## config.mk

```make
export PLATFORM = sky130hd
export DESIGN_NAME = ahb_burst_master
export DESIGN_NICKNAME = d
export VERILOG_FILES = /design/src/rtl/ahbm_pkg.sv /design/src/rtl/ahbm_burst_decode.sv /design/src/rtl/ahbm_beat_counter.sv /design/src/rtl/ahbm_phase_ctrl.sv /design/src/rtl/ahb_burst_master.sv
export SDC_FILE = /design/constraint.sdc
export NUM_CORES = 1
export LEC_CHECK = 0
export ABC_CLOCK_PERIOD_IN_PS = 3500
export BUFFER_PORTS_ARGS = -buffer_cell sky130_fd_sc_hd__buf_2
export CAP_MARGIN = 20
export CELL_PAD_IN_SITES_DETAIL_PLACEMENT = 0
export CELL_PAD_IN_SITES_GLOBAL_PLACEMENT = 2
export CORE_MARGIN = 2
export CORE_UTILIZATION = 31
export DETAILED_ROUTE_END_ITERATION = 8
export HOLD_SLACK_MARGIN = 0.06
export PLACE_DENSITY = 0.83
export SLEW_MARGIN = 25
export SYNTH_ARGS = -nofsm -noshare
export SYNTH_HDL_FRONTEND = slang
export SYNTH_SLANG_ARGS = --single-unit
```

## constraint.sdc

```tcl
create_clock -name clk -period 3.5 [get_ports clk]
set_input_delay 0.875 -clock clk [delete_from_list [all_inputs] [get_ports clk]]
set_output_delay 0.875 -clock clk [all_outputs]
set_load 0.01 [all_outputs]
```

## src/rtl/ahbm_pkg.sv

```systemverilog
package ahbm_pkg;
  typedef enum logic [1:0] {
    TR_IDLE = 2'b00,
    TR_BUSY = 2'b01,
    TR_NSEQ = 2'b10,
    TR_SEQ  = 2'b11
  } trans_e;

  localparam logic [2:0] HB_SINGLE = 3'b000;
  localparam logic [2:0] HB_INCR   = 3'b001;
  localparam logic [2:0] HB_INCR4  = 3'b011;
  localparam logic [2:0] HB_INCR8  = 3'b101;
  localparam logic [2:0] HB_INCR16 = 3'b111;
endpackage

```

## src/rtl/ahbm_burst_decode.sv

```systemverilog
module ahbm_burst_decode #(
  parameter int BW = 5,
  parameter int CW = 5
) (
  input  logic [1:0]    kind,
  input  logic [BW-1:0] beats,
  output logic [2:0]    code,
  output logic [CW-1:0] total
);
  import ahbm_pkg::*;

  always_comb begin
    case (kind)
      2'd1: begin code = HB_INCR4;  total = CW'(4);  end
      2'd2: begin code = HB_INCR8;  total = CW'(8);  end
      2'd3: begin code = HB_INCR16; total = CW'(16); end
      default: begin
        total = (beats == '0) ? CW'(1) : CW'(beats);
        code  = (total == CW'(1)) ? HB_SINGLE : HB_INCR;
      end
    endcase
  end
endmodule

```

## src/rtl/ahbm_beat_counter.sv

```systemverilog
module ahbm_beat_counter #(
  parameter int CW = 5
) (
  input  logic          clk,
  input  logic          rst_n,
  input  logic          load,
  input  logic [CW-1:0] load_val,
  input  logic          dec,
  output logic          last
);
  logic [CW-1:0] left_q;

  always_ff @(posedge clk or negedge rst_n) begin
    if (!rst_n)    left_q <= '0;
    else if (load) left_q <= load_val;
    else if (dec)  left_q <= left_q - CW'(1);
  end

  assign last = (left_q == CW'(1));


  no_underflow_chk: assert property (@(posedge clk) disable iff (!rst_n)
    dec |-> (left_q != '0));
endmodule

```

## src/rtl/ahbm_phase_ctrl.sv

```systemverilog
module ahbm_phase_ctrl #(
  parameter int AW = 32,
  parameter int SIZE_LOG2 = 2
) (
  input  logic          clk,
  input  logic          rst_n,
  input  logic          hready,
  input  logic          stop_req,
  input  logic          cmd_valid,
  input  logic [AW-1:0] cmd_addr,
  input  logic          cmd_write,
  input  logic          cmd_gap,
  input  logic [2:0]    dec_code,
  input  logic          last,
  output logic          cmd_ready,
  output logic          load,
  output logic          dec,
  output logic [1:0]    htrans,
  output logic [AW-1:0] haddr,
  output logic [2:0]    hburst,
  output logic          hwrite
);
  import ahbm_pkg::*;

  localparam logic [AW-1:0] STEP = {{(AW-1){1'b0}}, 1'b1} << SIZE_LOG2;

  trans_e        tr_q;
  logic [AW-1:0] addr_q;
  logic [2:0]    burst_q;
  logic          write_q;
  logic          gap_q;
  logic          acc;
  logic          beat_ok;

  always_comb begin
    cmd_ready = (tr_q == TR_IDLE) || (tr_q == TR_BUSY && burst_q == HB_INCR);
    acc       = cmd_valid && cmd_ready;
    beat_ok   = hready && (tr_q == TR_NSEQ || tr_q == TR_SEQ);
  end

  always_ff @(posedge clk or negedge rst_n) begin
    if (!rst_n) begin
      tr_q    <= TR_IDLE;
      addr_q  <= '0;
      burst_q <= HB_SINGLE;
      write_q <= 1'b0;
      gap_q   <= 1'b0;
    end else if (acc) begin
      tr_q    <= TR_NSEQ;
      addr_q  <= cmd_addr;
      burst_q <= dec_code;
      write_q <= cmd_write;
      gap_q   <= cmd_gap;
    end else if (tr_q == TR_BUSY) begin
      if (burst_q == HB_INCR && stop_req) tr_q <= TR_IDLE;
      else                                tr_q <= TR_SEQ;
    end else if (beat_ok) begin
      if (last) begin
        tr_q <= TR_IDLE;
      end else begin
        addr_q <= addr_q + STEP;
        tr_q   <= gap_q ? TR_BUSY : TR_SEQ;
      end
    end
  end

  assign load   = acc;
  assign dec    = beat_ok;
  assign htrans = tr_q;
  assign haddr  = addr_q;
  assign hburst = burst_q;
  assign hwrite = write_q;


  wait_hold_chk: assert property (@(posedge clk) disable iff (!rst_n)
    (!hready && (tr_q == TR_NSEQ || tr_q == TR_SEQ))
      |=> ($stable(tr_q) && $stable(addr_q) && $stable(burst_q) && $stable(write_q)));

  fixed_busy_chk: assert property (@(posedge clk) disable iff (!rst_n)
    (tr_q == TR_BUSY && burst_q != HB_INCR) |=> (tr_q == TR_SEQ && $stable(addr_q)));

  busy_once_chk: assert property (@(posedge clk) disable iff (!rst_n)
    (tr_q == TR_BUSY) |=> (tr_q != TR_BUSY));

  start_chk: assert property (@(posedge clk) disable iff (!rst_n)
    (cmd_valid && cmd_ready) |=> (tr_q == TR_NSEQ && addr_q == $past(cmd_addr)));

  step_chk: assert property (@(posedge clk) disable iff (!rst_n)
    (dec && !last) |=> (addr_q == $past(addr_q) + STEP));
endmodule

```

## src/rtl/ahb_burst_master.sv

```systemverilog
module ahb_burst_master #(
  parameter int AW = 32,
  parameter int BW = 5,
  parameter int SIZE_LOG2 = 2
) (
  input  logic          clk,
  input  logic          rst_n,
  input  logic          cmd_valid,
  output logic          cmd_ready,
  input  logic [AW-1:0] cmd_addr,
  input  logic [1:0]    cmd_kind,
  input  logic [BW-1:0] cmd_beats,
  input  logic          cmd_gap,
  input  logic          cmd_write,
  input  logic          stop_req,
  input  logic          hready,
  output logic [1:0]    htrans,
  output logic [AW-1:0] haddr,
  output logic [2:0]    hburst,
  output logic [2:0]    hsize,
  output logic          hwrite
);
  localparam int CW = (BW > 5) ? BW : 5;

  logic [2:0]    dec_code;
  logic [CW-1:0] total;
  logic          load;
  logic          dec;
  logic          last;

  ahbm_burst_decode #(.BW(BW), .CW(CW)) u_decode (
    .kind  (cmd_kind),
    .beats (cmd_beats),
    .code  (dec_code),
    .total (total)
  );

  ahbm_beat_counter #(.CW(CW)) u_count (
    .clk      (clk),
    .rst_n    (rst_n),
    .load     (load),
    .load_val (total),
    .dec      (dec),
    .last     (last)
  );

  ahbm_phase_ctrl #(.AW(AW), .SIZE_LOG2(SIZE_LOG2)) u_phase (
    .clk       (clk),
    .rst_n     (rst_n),
    .hready    (hready),
    .stop_req  (stop_req),
    .cmd_valid (cmd_valid),
    .cmd_addr  (cmd_addr),
    .cmd_write (cmd_write),
    .cmd_gap   (cmd_gap),
    .dec_code  (dec_code),
    .last      (last),
    .cmd_ready (cmd_ready),
    .load      (load),
    .dec       (dec),
    .htrans    (htrans),
    .haddr     (haddr),
    .hburst    (hburst),
    .hwrite    (hwrite)
  );

  assign hsize = 3'(SIZE_LOG2);
endmodule

```

==> summary.md <==
| Metric | Value |
|---|---|
| Worst setup EP type | `flip-flop` |
| Internal power | `between 1 and 1.5 mW` |
| Commonest cells after routing, fill and taps aside | `83 x sky130_fd_sc_hd__buf_2, 44 x sky130_fd_sc_hd__dfrtp_1, 41 x sky130_fd_sc_hd__nand2_1` |
| Comb power frac | `0.422` |
| Maximum number of pins on one net before global-route repair | `45` |
| Number of fillers in the final layout | `863` |
| Minimum clock period | `2.50 ns` |
| Clock net sink count | `44` |
| Nets@finish | `approximately 420` |
| Count of state elements after synthesis | `44` |
| Number of placement rows | `33` |
| I/O pin count | `88` |
| Share of the synthesized area in the top cell type | `0.428` |
| Proportion of layout cells with a drive suffix above 1 | `0.266` |
| Most common cell after layout, fill and taps aside | `sky130_fd_sc_hd__buf_2` |
| Routed length per instance | `14.6 um` |
| WHS | `0.475 ns` |
| Endpoints failing setup | `0` |
| Last weighted congestion value of the routability-driven placer | `0.761` |
| Final Hold Fails | `0` |
| Number of different library cells in the post-synthesis netlist | `just over 40` |
| Leakage | `1.37 nW` |
| Area taken by multi-input logic gates | `~0.0013 sq mm` |
| CP Launch Type | `input pin` |
| Number of antenna violations at the first check in global routing | `0` |
| Yosys warnings | `0` |
| # resized after CTS | `0` |
| Global-route wire length before repair | `11.1 mm` |
| Register-to-register setup slack | `1.11 ns` |
| Clock Tree Root | `sky130_fd_sc_hd__clkbuf_8` |
| Routed vias/inst | `between 5 and 6` |
| Total track usage | `0.157` |
| Power share of the clock group | `0.156` |
| Post-synthesis sequential area ratio | `0.428` |
| Register area | `0.00110 sq mm` |
| Synthesized instance count | `299` |
| DRC violations left | `0` |
| Crit path DAT | `2.73 ns` |
| Met3 usage in global routing | `0.0285` |
| Total of max-cap violations | `0` |
| Cell area power density | `798 mW/mm^2` |
| Basic-gate share of the synthesized area counting and, or, nand and nor cells | `0.276` |
| Number of global-route vias before repair | `2253` |
| Overall via count from detail_route | `2492` |
| Layer carrying the most global-route usage | `met2` |
| Initial core utilization | `0.316` |
| DIE HEIGHT | `approximately 95 um` |
| Total net switching power | `between 1 and 1.5 mW` |
| Kind of path behind the tightest hold check | `reg -> reg` |
| Maximum frequency from static timing analysis | `about 0.40 GHz` |
| Worst EP required | `3.73 ns` |
| Leading cell types by total area after synthesis | `sky130_fd_sc_hd__dfrtp_1 43%, sky130_fd_sc_hd__nand2_1 6.0%, sky130_fd_sc_hd__or4_1 5.8%` |
| Share of the synthesized netlist area taken by xor and xnor gates | `0.0375` |
| Total Die Area | `0.00904 sq mm` |
| Largest fanout on the critical path | `16` |
| Power share of the sequential group | `0.422` |
| Fraction of synthesis flops using an asynchronous set or reset pin | `1.00` |
| Summed instance area of the synthesized netlist | `0.00257 sq mm` |
| Dominant cell type by count on the critical path | `sky130_fd_sc_hd__or4_1` |
| Setup TNS after final layout | `0 ns` |
| Layout overhead on the synthesized area | `23.4%` |
| CP peak stage delay | `0.82 ns` |
| Category of the most critical setup path | `in -> reg` |
| Horizontal die dimension | `95.1 um` |
| Met1 Resource Use GR | `0.217` |
| Met2 usage in global routing | `0.256` |
| Synthesized-area fraction occupied by ao, oa, aoi and oai cells | `0.180` |
| Initial DRC count | `approximately 90` |
| CTS tree | `built` |
| Post-route antenna net violation count | `0` |
| ANT cells | `0` |
| Hold buffer count at CTS | `0` |
| Count of port buffers added during placement | `84` |
| Dominant combinational cell family by area after synthesis | `simple AND/OR/NAND/NOR gates` |
| Final clock skew | `about 0.0082 ns` |
| Final Slew Violations | `0` |
| Source-to-sink clock delay at the later pin of the worst-skew pair | `0.30 ns` |
| Level count of the clock H-tree | `2` |
| Synthesized area per cell | `8.60 sq um` |
| Cell chain of the critical path | `buf_2 > nand2_2 > or4_1 > or4_1 > a31oi_1` |
| Number of buffers added for setup after CTS | `0` |
| Clock transition at the register clock pins on the worst setup and hold paths after CTS | `0.09 ns` |
| Yosys top cell by area | `sky130_fd_sc_hd__dfrtp_1` |
| RSZ-0062 raised after global routing | `no` |
| Net switching share of the total power | `0.425` |
| Number of flops mapped to enable cells by yosys | `0` |
| Max-Slew Margin vs Limit | `0.490` |
| Worst Tran Pin Value | `0.762 ns` |
| Post-synthesis adder-cell area fraction | `0.0146` |
| Status | `finished, final reports clean` |
| Post-detailed-placement half-perimeter wirelength | `between 5 and 6 mm` |
| Standard cell core area | `0.00813 sq mm` |
| Clock buffers created by TritonCTS | `5` |
| Buffer depth of the longest clock path | `2` |
| Total routed wirelength | `~7.0 mm` |
| Final worst path period share | `0.714` |
| Overall overflow remaining after global route | `0` |
| Commonest register cell after synthesis | `sky130_fd_sc_hd__dfrtp_1` |
| Initial DRT Pass Iterations | `5` |
| Multiplexer share of the synthesized area | `0.00876` |
| Worst voltage drop across the vdd grid | `0.210 mV` |
| Slowest library cell on the worst path | `sky130_fd_sc_hd__or4_1` |
==> cell families after synthesis <==
| kind of cell | Yosys count |
|---|---|
| AO/OA/AOI/OAI | 70 |
| XOR/XNOR | 11 |
| adder cells (fa/ha/maj) | 3 |
| buffers and inverters | 29 |
| flip-flops | 44 |
| multiplexers | 2 |
| other | 2 |
| AND/OR/NAND/NOR | 138 |
==> worst max-delay path, delay by kind of cell <==
| kind | cells | cell delay [ns] |
|---|---|---|
| and+or+nand+nor | 3 | 1.54 |
| buffers and inverters | 1 | 0.14 |
| AOI/OAI and AO/OA | 1 | 0.17 |
==> metal layers <==
metal | routed length (um) | vias to the layer above
met3 | 324 | 2
met2 | 3450 | 52
met4 | 33 | 0
met1 | 3190 | 1181
li1 | - | 1257
met5 | 0 | -
==> registers in the layout (all words and copies together) (netlist names) <==
signal,cells
u_phase.gap_q,1
u_phase.haddr,32
u_phase.hwrite,1
u_count.left_q,5
u_phase.hburst,3
u_phase.htrans,2
==> synth_stat cells, types with 8 or more instances <==
cell type                   n
sky130_fd_sc_hd__o21ai_0   15
sky130_fd_sc_hd__a31oi_1   22
sky130_fd_sc_hd__nand2_1   41
sky130_fd_sc_hd__clkbuf_1  12
sky130_fd_sc_hd__inv_1      8
sky130_fd_sc_hd__xnor2_1   10
sky130_fd_sc_hd__dfrtp_1   44
sky130_fd_sc_hd__nor2_1    30
sky130_fd_sc_hd__or4_1     20
sky130_fd_sc_hd__nand3_1   11
sky130_fd_sc_hd__o31ai_1   16
sky130_fd_sc_hd__or3_1     10
==> through the flow <==
step	area [sq um]	total power [mW]	instances	utilization	worst slack [ns]
final	3170	2.53	481	0.390	1.00
after global placement	3060	2.14	473	0.376	0.718
after global routing	3170	2.76	481	0.390	0.874
after CTS	3170	2.56	481	0.390	0.992
after detailed placement	3060	2.16	473	0.377	0.672
after floorplan	2570	1.71	300	-	1.08
==> path summary, 6_finish.rpt <==
check | from | to | cells after the start
worst max-delay path | hready | u_phase.haddr[27] | 5
worst min-delay path | u_phase.hwrite | u_phase.hwrite | 2
worst max register to register | u_count.left_q[1] | u_phase.haddr[27] | 6
worst min register to register | u_phase.hwrite | u_phase.hwrite | 2
max in group asynchronous | rst_n | u_phase.haddr[19] | 1
min in group asynchronous | rst_n | u_phase.hburst[2] | 1
==> power groups by stage <==
stage               combinational (mW)  clock [mW]  sequential [mW]
detailed placement                1.09           0             1.07
global placement                  1.07           0             1.07
finish                            1.07       0.394             1.07
floorplan                        0.605           0             1.10
CTS                               1.09       0.404             1.07
global route                      1.21       0.430             1.12
==> final cells by class <==
class	instances	area share
Tap cell	105	0.0414
Clock inverter	2	0.0110
Clock buffer	6	0.0229
Inverter	8	0.00947
Sequential cell	44	0.347
Timing Repair Buffer	89	0.145
Multi-Input combinational cell	227	0.423
No activity file was read; power rests on OpenSTA's default activity.
